--- src/rtl/rxq_pkg.sv ---
// Package: shared widths, status bit positions and entry types for the
// receive character queue. Assumes 8-bit characters.
package rxq_pkg;
    localparam int DATA_W = 8;
    localparam int FLAG_W = 3;
    localparam int STAT_W = 4;

    // Status bit positions (order visible to the host)
    localparam int ST_OVR = 0;
    localparam int ST_PAR = 1;
    localparam int ST_FRM = 2;
    localparam int ST_BRK = 3;

    typedef struct packed {
        logic brk;
        logic frm;
        logic par;
    } rxq_flags_t;

    typedef struct packed {
        rxq_flags_t         flags;
        logic [DATA_W-1:0]  data;
    } rxq_entry_t;

    typedef enum logic {
        ACC_AT_HEAD = 1'b0,
        ACC_AT_PUSH = 1'b1
    } rxq_acc_mode_e;
endpackage

--- src/rtl/rxq_store.sv ---
// Module: circular storage for character entries with read/write pointers
// and an occupancy counter. Presents the head entry and the entry behind it.
// Assumes the caller never writes when full without a same-cycle read and
// never reads when empty; flush has priority over both.
module rxq_store
    import rxq_pkg::*;
#(
    parameter int DEPTH = 16
) (
    input  logic                     clk,
    input  logic                     rst_n,
    input  logic                     flush_i,
    input  logic                     wr_i,
    input  rxq_entry_t               wr_entry_i,
    input  logic                     rd_i,
    output rxq_entry_t               head_o,
    output rxq_entry_t               next_o,
    output logic [$clog2(DEPTH):0]   count_o,
    output logic                     empty_o,
    output logic                     full_o
);
    localparam int AW = $clog2(DEPTH);
    localparam int CW = AW + 1;
    localparam logic [AW-1:0] LAST = AW'(DEPTH - 1);

    rxq_entry_t        mem [DEPTH];
    logic [AW-1:0]     wr_ptr;
    logic [AW-1:0]     rd_ptr;
    logic [CW-1:0]     count_q;

    function automatic logic [AW-1:0] ptr_inc(input logic [AW-1:0] p);
        return (p == LAST) ? '0 : p + AW'(1);
    endfunction

    // Write the incoming entry into the slot under the write pointer
    always_ff @(posedge clk) begin
        if (wr_i && !flush_i) begin
            mem[wr_ptr] <= wr_entry_i;
        end
    end

    // Advance pointers and track occupancy
    always_ff @(posedge clk) begin
        if (!rst_n || flush_i) begin
            wr_ptr  <= '0;
            rd_ptr  <= '0;
            count_q <= '0;
        end else begin
            if (wr_i) wr_ptr <= ptr_inc(wr_ptr);
            if (rd_i) rd_ptr <= ptr_inc(rd_ptr);
            case ({wr_i, rd_i})
                2'b10:   count_q <= count_q + CW'(1);
                2'b01:   count_q <= count_q - CW'(1);
                default: count_q <= count_q;
            endcase
        end
    end

    // Expose head, the entry behind it and occupancy flags
    always_comb begin
        head_o  = mem[rd_ptr];
        next_o  = mem[ptr_inc(rd_ptr)];
        count_o = count_q;
        empty_o = (count_q == '0);
        full_o  = (count_q == CW'(DEPTH));
    end

    assert_no_overflow_R3: assert property (@(posedge clk) disable iff (!rst_n)
        (wr_i && !flush_i) |-> (!full_o || rd_i));
    assert_no_underflow_R4: assert property (@(posedge clk) disable iff (!rst_n)
        (rd_i && !flush_i) |-> !empty_o);
    assert_level_bound_R1: assert property (@(posedge clk) disable iff (!rst_n)
        count_o <= CW'(DEPTH));
    assert_flush_empties_R10: assert property (@(posedge clk) disable iff (!rst_n)
        flush_i |=> (empty_o && count_o == '0));
endmodule

--- src/rtl/rxq_merge_sel.sv ---
// Module: decides which character flags join the error status this cycle.
// Head policy: flags of whichever character becomes the head. Push policy:
// also the flags of the character being pushed. Assumes push_ok/pop_ok are
// already gated against full, empty and receiver reset.
module rxq_merge_sel
    import rxq_pkg::*;
#(
    parameter int DEPTH = 16
) (
    input  rxq_acc_mode_e            mode_i,
    input  logic                     push_ok_i,
    input  logic                     pop_ok_i,
    input  logic [$clog2(DEPTH):0]   count_i,
    input  rxq_flags_t               push_flags_i,
    input  rxq_flags_t               next_flags_i,
    output rxq_flags_t               merge_o
);
    localparam int CW = $clog2(DEPTH) + 1;

    logic       head_from_next;
    logic       head_from_push;
    rxq_flags_t at_head;
    rxq_flags_t at_push;

    // Work out which character, if any, becomes the new head
    always_comb begin
        head_from_next = pop_ok_i && (count_i > CW'(1));
        head_from_push = push_ok_i &&
                         ((count_i == '0) || (pop_ok_i && count_i == CW'(1)));
    end

    // Select and combine the flag sources
    always_comb begin
        if (head_from_next)      at_head = next_flags_i;
        else if (head_from_push) at_head = push_flags_i;
        else                     at_head = '0;
        at_push = (mode_i == ACC_AT_PUSH && push_ok_i) ? push_flags_i : '0;
        merge_o = at_head | at_push;
    end
endmodule

--- src/rtl/rxq_err_accum.sv ---
// Module: sticky four-bit error status. A clear wipes the held bits; merges
// and overrun in the same cycle are ORed in after the clear.
module rxq_err_accum
    import rxq_pkg::*;
(
    input  logic               clk,
    input  logic               rst_n,
    input  logic               clr_i,
    input  rxq_flags_t         merge_i,
    input  logic               ovr_i,
    output logic [STAT_W-1:0]  status_o
);
    logic [STAT_W-1:0] status_q;
    logic [STAT_W-1:0] incoming;

    // Map character flags and overrun onto status positions
    always_comb begin
        incoming         = '0;
        incoming[ST_BRK] = merge_i.brk;
        incoming[ST_FRM] = merge_i.frm;
        incoming[ST_PAR] = merge_i.par;
        incoming[ST_OVR] = ovr_i;
    end

    // Hold status; clear first, then add new bits
    always_ff @(posedge clk) begin
        if (!rst_n) status_q <= '0;
        else        status_q <= (clr_i ? '0 : status_q) | incoming;
    end

    assign status_o = status_q;

    assert_sticky_R12: assert property (@(posedge clk) disable iff (!rst_n)
        !clr_i |=> ((status_o & $past(status_o)) == $past(status_o)));
    assert_clear_all_R8: assert property (@(posedge clk) disable iff (!rst_n)
        (clr_i && merge_i == '0 && !ovr_i) |=> (status_o == '0));
    assert_merge_beats_clear_R9: assert property (@(posedge clk) disable iff (!rst_n)
        (clr_i && merge_i.par) |=> status_o[ST_PAR]);
endmodule

--- src/rtl/rx_err_fifo.sv ---
// Module: receive character queue with accumulated error status.
// Gates push/pop against full, empty and receiver reset, holds the
// accumulation policy and ties storage, merge selection and status together.
// Assumes all control inputs are synchronous to clk.
module rx_err_fifo
    import rxq_pkg::*;
#(
    parameter int DEPTH = 16
) (
    input  logic                     clk,
    input  logic                     rst_n,
    input  logic                     push_i,
    input  logic [7:0]               push_data_i,
    input  logic                     push_brk_i,
    input  logic                     push_frm_i,
    input  logic                     push_par_i,
    input  logic                     pop_i,
    input  logic                     clr_err_i,
    input  logic                     push_acc_sel_i,
    input  logic                     rx_reset_i,
    output logic [7:0]               head_data_o,
    output logic                     head_brk_o,
    output logic                     head_frm_o,
    output logic                     head_par_o,
    output logic                     fifo_empty_o,
    output logic                     fifo_full_o,
    output logic [$clog2(DEPTH):0]   level_o,
    output logic [3:0]               err_status_o
);
    localparam int CW = $clog2(DEPTH) + 1;

    rxq_acc_mode_e   mode_q;
    rxq_entry_t      wr_entry;
    rxq_entry_t      head;
    rxq_entry_t      next;
    rxq_flags_t      merge;
    logic [CW-1:0]   count;
    logic            empty;
    logic            full;
    logic            pop_ok;
    logic            push_ok;
    logic            overrun;

    // Accept or drop requests
    always_comb begin
        pop_ok         = pop_i && !empty && !rx_reset_i;
        push_ok        = push_i && !rx_reset_i && (!full || pop_ok);
        overrun        = push_i && !rx_reset_i && full && !pop_ok;
        wr_entry.data  = push_data_i;
        wr_entry.flags = '{brk: push_brk_i, frm: push_frm_i, par: push_par_i};
    end

    // Accumulation policy register
    always_ff @(posedge clk) begin
        if (!rst_n || rx_reset_i) mode_q <= ACC_AT_HEAD;
        else if (push_acc_sel_i)  mode_q <= ACC_AT_PUSH;
    end

    rxq_store #(.DEPTH(DEPTH)) u_store (
        .clk        (clk),
        .rst_n      (rst_n),
        .flush_i    (rx_reset_i),
        .wr_i       (push_ok),
        .wr_entry_i (wr_entry),
        .rd_i       (pop_ok),
        .head_o     (head),
        .next_o     (next),
        .count_o    (count),
        .empty_o    (empty),
        .full_o     (full)
    );

    rxq_merge_sel #(.DEPTH(DEPTH)) u_sel (
        .mode_i       (mode_q),
        .push_ok_i    (push_ok),
        .pop_ok_i     (pop_ok),
        .count_i      (count),
        .push_flags_i (wr_entry.flags),
        .next_flags_i (next.flags),
        .merge_o      (merge)
    );

    rxq_err_accum u_acc (
        .clk      (clk),
        .rst_n    (rst_n),
        .clr_i    (clr_err_i),
        .merge_i  (merge),
        .ovr_i    (overrun),
        .status_o (err_status_o)
    );

    // Drive read-side outputs
    always_comb begin
        head_data_o  = head.data;
        head_brk_o   = head.flags.brk;
        head_frm_o   = head.flags.frm;
        head_par_o   = head.flags.par;
        fifo_empty_o = empty;
        fifo_full_o  = full;
        level_o      = count;
    end

    assert_overrun_flag_R3: assert property (@(posedge clk) disable iff (!rst_n)
        (push_i && fifo_full_o && !pop_i && !rx_reset_i) |=> err_status_o[ST_OVR]);
    assert_push_mode_holds_R7: assert property (@(posedge clk) disable iff (!rst_n)
        (mode_q == ACC_AT_PUSH && !rx_reset_i) |=> (mode_q == ACC_AT_PUSH));
    assert_empty_push_merges_R5: assert property (@(posedge clk) disable iff (!rst_n)
        (push_i && push_par_i && fifo_empty_o && !rx_reset_i) |=> err_status_o[ST_PAR]);
    assert_rx_reset_level_R10: assert property (@(posedge clk) disable iff (!rst_n)
        rx_reset_i |=> (level_o == '0 && mode_q == ACC_AT_HEAD));
endmodule

--- config.mk ---
export PLATFORM = sky130hd
export DESIGN_NAME = rx_err_fifo
export DESIGN_NICKNAME = d
export VERILOG_FILES = /design/src/rtl/rxq_pkg.sv /design/src/rtl/rxq_store.sv /design/src/rtl/rxq_merge_sel.sv /design/src/rtl/rxq_err_accum.sv /design/src/rtl/rx_err_fifo.sv
export SDC_FILE = /design/constraint.sdc
export NUM_CORES = 1
export LEC_CHECK = 0
export CORE_ASPECT_RATIO = 2
export CORE_UTILIZATION = 40
export DETAILED_ROUTE_END_ITERATION = 8
export PLACE_DENSITY = 0.58
export SYNTH_ARGS = -nofsm -noshare
export SYNTH_HDL_FRONTEND = slang
export SYNTH_SLANG_ARGS = --single-unit
--- constraint.sdc ---
create_clock -name clk -period 2.55 [get_ports clk]
set_clock_uncertainty 0.05 [all_clocks]
set_input_delay 0.3825 -clock clk [delete_from_list [all_inputs] [get_ports clk]]
set_output_delay 0.3825 -clock clk [all_outputs]
set_load 0.03 [all_outputs]
==> parameters.txt <==
Parameter                              Value

Clock network
  Maximum level of the CTS H-tree ... 4
  Maximum count of clock buffers along a single path ... 2
  Clock root buffer ... sky130_fd_sc_hd__clkbuf_16
  Number of hold buffers added after CTS ... 0
  CTS sink count ... 198
  Source-to-sink clock delay at the later pin of the worst-skew pair ... around 0.44 ns
  Num CTS Buffers ... 17
  CTS tree ... built
  Clock-pin transition on the worst setup and hold timing paths ... roughly 0.07 ns

Detailed routing
  Via total after detailed routing ... 4512
  Pre-Repair DR Iteration Count ... 7
  Antenna Violating Nets Remaining ... 0
  Drt drc ... 0
  Iteration-0 DRC Markers ... approximately 260
  Routed wire length ... about 19000 um
  Detailed-route wire length per cell ... 23.52 um
  Vias per cell ... around 5.6

Synth
  Yosys warning count ... 0
  Post-synth top flop ... sky130_fd_sc_hd__edfxtp_1
  Portion of the post-synthesis area used by sequential elements ... 0.6735
  Post-synthesis instance area ... 0.008501 mm2
  Simple-gate share of the synthesized area ... 0.05122
  Adder-Cell Fraction of Synth Area ... 0.01325
  Largest family of logic cells by synthesized area ... multiplexers
  Number of nets produced by synthesis ... 470
  Synth Instances ... 443
  Cell taking the most area after synthesis ... sky130_fd_sc_hd__edfxtp_1
  Proportion of netlist area held by the largest area contributor ... 0.6217
  Mean Syn Cell Area ... roughly 19 um2
  Mux cell area share after synthesis ... 0.1834
  XOR/XNOR share of the synthesized area ... 0.005152
  Number of synthesized flops with an enable pin ... 176
  Count of distinct cell types in the synthesized netlist ... approximately 50
  Compound-gate portion of the synthesized area ... 0.04504
  Count of state elements after synthesis ... 198
  Fraction of registers with async set or reset after synthesis ... 0
  Synth area leaders ... sky130_fd_sc_hd__edfxtp_1, sky130_fd_sc_hd__mux4_2, sky130_fd_sc_hd__mux4_1, sky130_fd_sc_hd__dfxtp_1, sky130_fd_sc_hd__buf_6

Global routing
  Number of global-route vias before repair ... 4816
  Pin count of the biggest net entering global routing ... 21
  Overall global routing resource usage ... 0.1860
  Remaining global-route overflow ... 0
  First-pass GRT wire length ... 28900 um
  Antenna violations before repair ... 0

Final layout
  Layout fillers ... 1739
  Fraction of layout cells with a size suffix above 1 ... 0.2818
  Final Core Density ... 0.4863
  Synthesis-to-finish area growth ... 19.71%
  Post-layout nets ... 558
  Antenna diode instance count ... 0

Pwr
  Cell Int Power ... ~0.0049 W
  Sw frac ... 0.2095
  Power per cell area ... 607.0 mW/mm2
  Power share of the sequential group ... 0.574
  Share of total power in the clock network ... 0.387
  Switching pwr ... approximately 0.0013 W
  Combinational group share of total power ... 0.039
  Maximum VDD drop ... 0.4602 mV
  Static leakage ... roughly 3.3 nW
  Power consumption ... 0.006177 W

Floorplanning
  Chip Height ... 208.2 um
  Core area ... between 0.02 and 0.025 mm2
  Total die area ... approximately 0.022 mm2
  Row cnt ... 75
  IO Count ... 40
  Starting density of the core ... 0.4062
  Floorplan die width ... 105.1 um

Setup path
  CP required ... about 2.1 ns
  Critical path fanouts, max ... 12
  Critical path depth in cells ... 4
  Critical Path Start Type ... flip-flop
  Crit path arrival time ... 2.26 ns
  Buffer and inverter count on the worst path ... 2
  Crit path kind ... flip-flop to primary output
  Setup crit end kind ... primary output
  Cell Chain, Critical Path ... buf_12, mux4_1, mux4_2, buf_4
  Family with the most delay on the worst path ... multiplexers
  Largest stage delay on the critical path ... approximately 0.56 ns
  Reg2Reg Depth ... 8
  CP max stage cell ... sky130_fd_sc_hd__mux4_1

Min path
  Worst hold path type ... flip-flop to flip-flop
  Worst Hold Path Cells ... 2

STA
  Total negative slack ... -1.193 ns
  Unrepaired setup endpoints after global routing ... yes
  Final worst-path setup slack ... -0.1442 ns
  Final setup violating endpoints ... 11
  Worst Max-Slew Pin Slew ... 0.7354 ns
  Final Hold Fails ... 0
  Fmax ... 371.2 MHz
  Share of the clock period used by the worst path after layout ... 1.057
  Max-slew headroom at the worst pin ... 0.5097
  Number of max-slew violations in the final report ... 0
  Fin crit period ... 2.694 ns

Status
  Run status ... finished, violations left
  Violated checks ... setup timing

Placed design
  Post-DP HPWL ... 12730 um
  Worst setup slack after placement ... -0.07206 ns
  Final estimated routing congestion in global placement ... 0.8046
  Number of port buffers ... 39

Run
  Max-cap check violation count ... 0
==> power by group through the flow <==
stage               Clock (W)  Combinational (W)  Sequential, W
detailed placement          0           0.000234        0.00362
floorplan                   0           0.000111        0.00362
finish                0.00239           0.000242        0.00355
CTS                   0.00243           0.000245        0.00355
global placement            0           0.000230        0.00362
global route          0.00255           0.000260        0.00355
==> cell type report <==
type | count | area (um2) | area share
inverters | 9 | 33.78 | 0.003320
clock buffers | 19 | 432.9 | 0.04254
repair buffers | 92 | 1066 | 0.1048
well taps | 269 | 336.6 | 0.03308
clock inverters | 12 | 81.33 | 0.007992
flip-flops and latches | 198 | 5733 | 0.5634
multi-input cells | 213 | 2492 | 0.2449
==> synthesized netlist by cell type, drive strengths merged (3+ instances only) <==
| master | number |
|---|---|
| a32oi | 5 |
| a21oi | 15 |
| nand2 | 10 |
| and3 | 9 |
| mux4 | 61 |
| mux2 | 6 |
| and2 | 11 |
| nor3 | 5 |
| o22ai | 3 |
| ha | 9 |
| o21ai | 4 |
| a21o | 4 |
| nor2b | 3 |
| o32ai | 4 |
| dfxtp | 22 |
| nand3 | 6 |
| clkbuf | 4 |
| xor2 | 3 |
| edfxtp | 176 |
| nand2b | 3 |
| a22o | 3 |
| buf | 18 |
| nor2 | 17 |
| inv | 9 |
| a21boi | 7 |
| nor3b | 7 |
==> registers in the layout, summed over array words and instances (netlist names), named ones only <==
| name | flops |
|---|---|
| mode_q | 1 |
| u_store.rd_ptr | 4 |
| u_store.count_o | 5 |
| u_store.wr_ptr | 4 |
| u_store.mem | 176 |
| u_acc.status_o | 4 |
==> worst paths after layout <==
| kind | from | end | slack, ns |
|---|---|---|---|
| max | flip-flop | head_data_o[3] | -0.14 |
| min | mode_q | mode_q | 0.44 |
| max reg2reg | u_store.count_o[1] | u_store.mem[4][2] | 0.24 |
| min reg2reg | mode_q | mode_q | 0.44 |
==> cells in the final DEF, fill, tap and decap left out, types with 4 or more instances in the layout <==
cell type / instances
sky130_fd_sc_hd__a21boi_0: 7
sky130_fd_sc_hd__edfxtp_1: 176
sky130_fd_sc_hd__nand2_1: 10
sky130_fd_sc_hd__buf_4: 32
sky130_fd_sc_hd__buf_12: 20
sky130_fd_sc_hd__nand3_1: 6
sky130_fd_sc_hd__and3_1: 9
sky130_fd_sc_hd__clkdlybuf4s50_1: 26
sky130_fd_sc_hd__inv_1: 8
sky130_fd_sc_hd__a32oi_1: 5
sky130_fd_sc_hd__clkbuf_16: 17
sky130_fd_sc_hd__ha_1: 9
sky130_fd_sc_hd__nor3_1: 4
sky130_fd_sc_hd__nor2_1: 16
sky130_fd_sc_hd__nor3b_1: 7
sky130_fd_sc_hd__mux2_2: 6
sky130_fd_sc_hd__a21o_1: 4
sky130_fd_sc_hd__clkinv_2: 5
sky130_fd_sc_hd__o32ai_1: 4
sky130_fd_sc_hd__clkinvlp_4: 4
sky130_fd_sc_hd__mux4_1: 15
sky130_fd_sc_hd__a21oi_1: 15
sky130_fd_sc_hd__dfxtp_1: 20
sky130_fd_sc_hd__and2_1: 11
sky130_fd_sc_hd__mux4_2: 46
sky130_fd_sc_hd__buf_6: 11
==> cells by family after synthesis <==
group / Yosys count
flip-flops: 198
AND/OR/NAND/NOR: 77
adder cells (fa/ha/maj): 9
multiplexers: 69
AO/OA/AOI/OAI: 53
XOR/XNOR: 5
buffers and inverters: 32
==> stage by stage <==
stage | std cells | area (um2) | hold WS [ns]
final | 812 | 10180 | 0.4400
after global routing | 812 | 10180 | 0.4870
after CTS | 812 | 10170 | 0.4393
after detailed placement | 767 | 9493 | 0.4299
after global placement | 767 | 9493 | 0.4170
after floorplan | 443 | 8501 | 0.3897
==> worst register-to-register path, stage by stage (launching register included) <==
cell and delay [ns]:
sky130_fd_sc_hd__dfxtp_1 0.35, sky130_fd_sc_hd__inv_1 0.13, sky130_fd_sc_hd__ha_1 0.20, sky130_fd_sc_hd__nand4bb_1 0.19, sky130_fd_sc_hd__o21ai_1 0.52, sky130_fd_sc_hd__nor3b_1 0.11, sky130_fd_sc_hd__buf_4 0.17, sky130_fd_sc_hd__and2_1 0.17
sky130_fd_sc_hd__buf_12 0.16
==> repair_timing <==
item                                   CTS  global route
setup endpoints to repair               13            12
setup buffers                           13             0
gates cloned                             1             0
pin swaps                                0             0
endpoints found under the hold margin    0             0
resized for setup                       44             8
==> routing by layer <==
layer  wire (um)  GRT usage  part of all wire
met4         633    0.08548             0.033
met3         649    0.03509             0.034
met2       10890     0.3519              0.57
met1        6924     0.1953              0.36
met5           0          0                 0
Power figures use the tool's default switching activity.
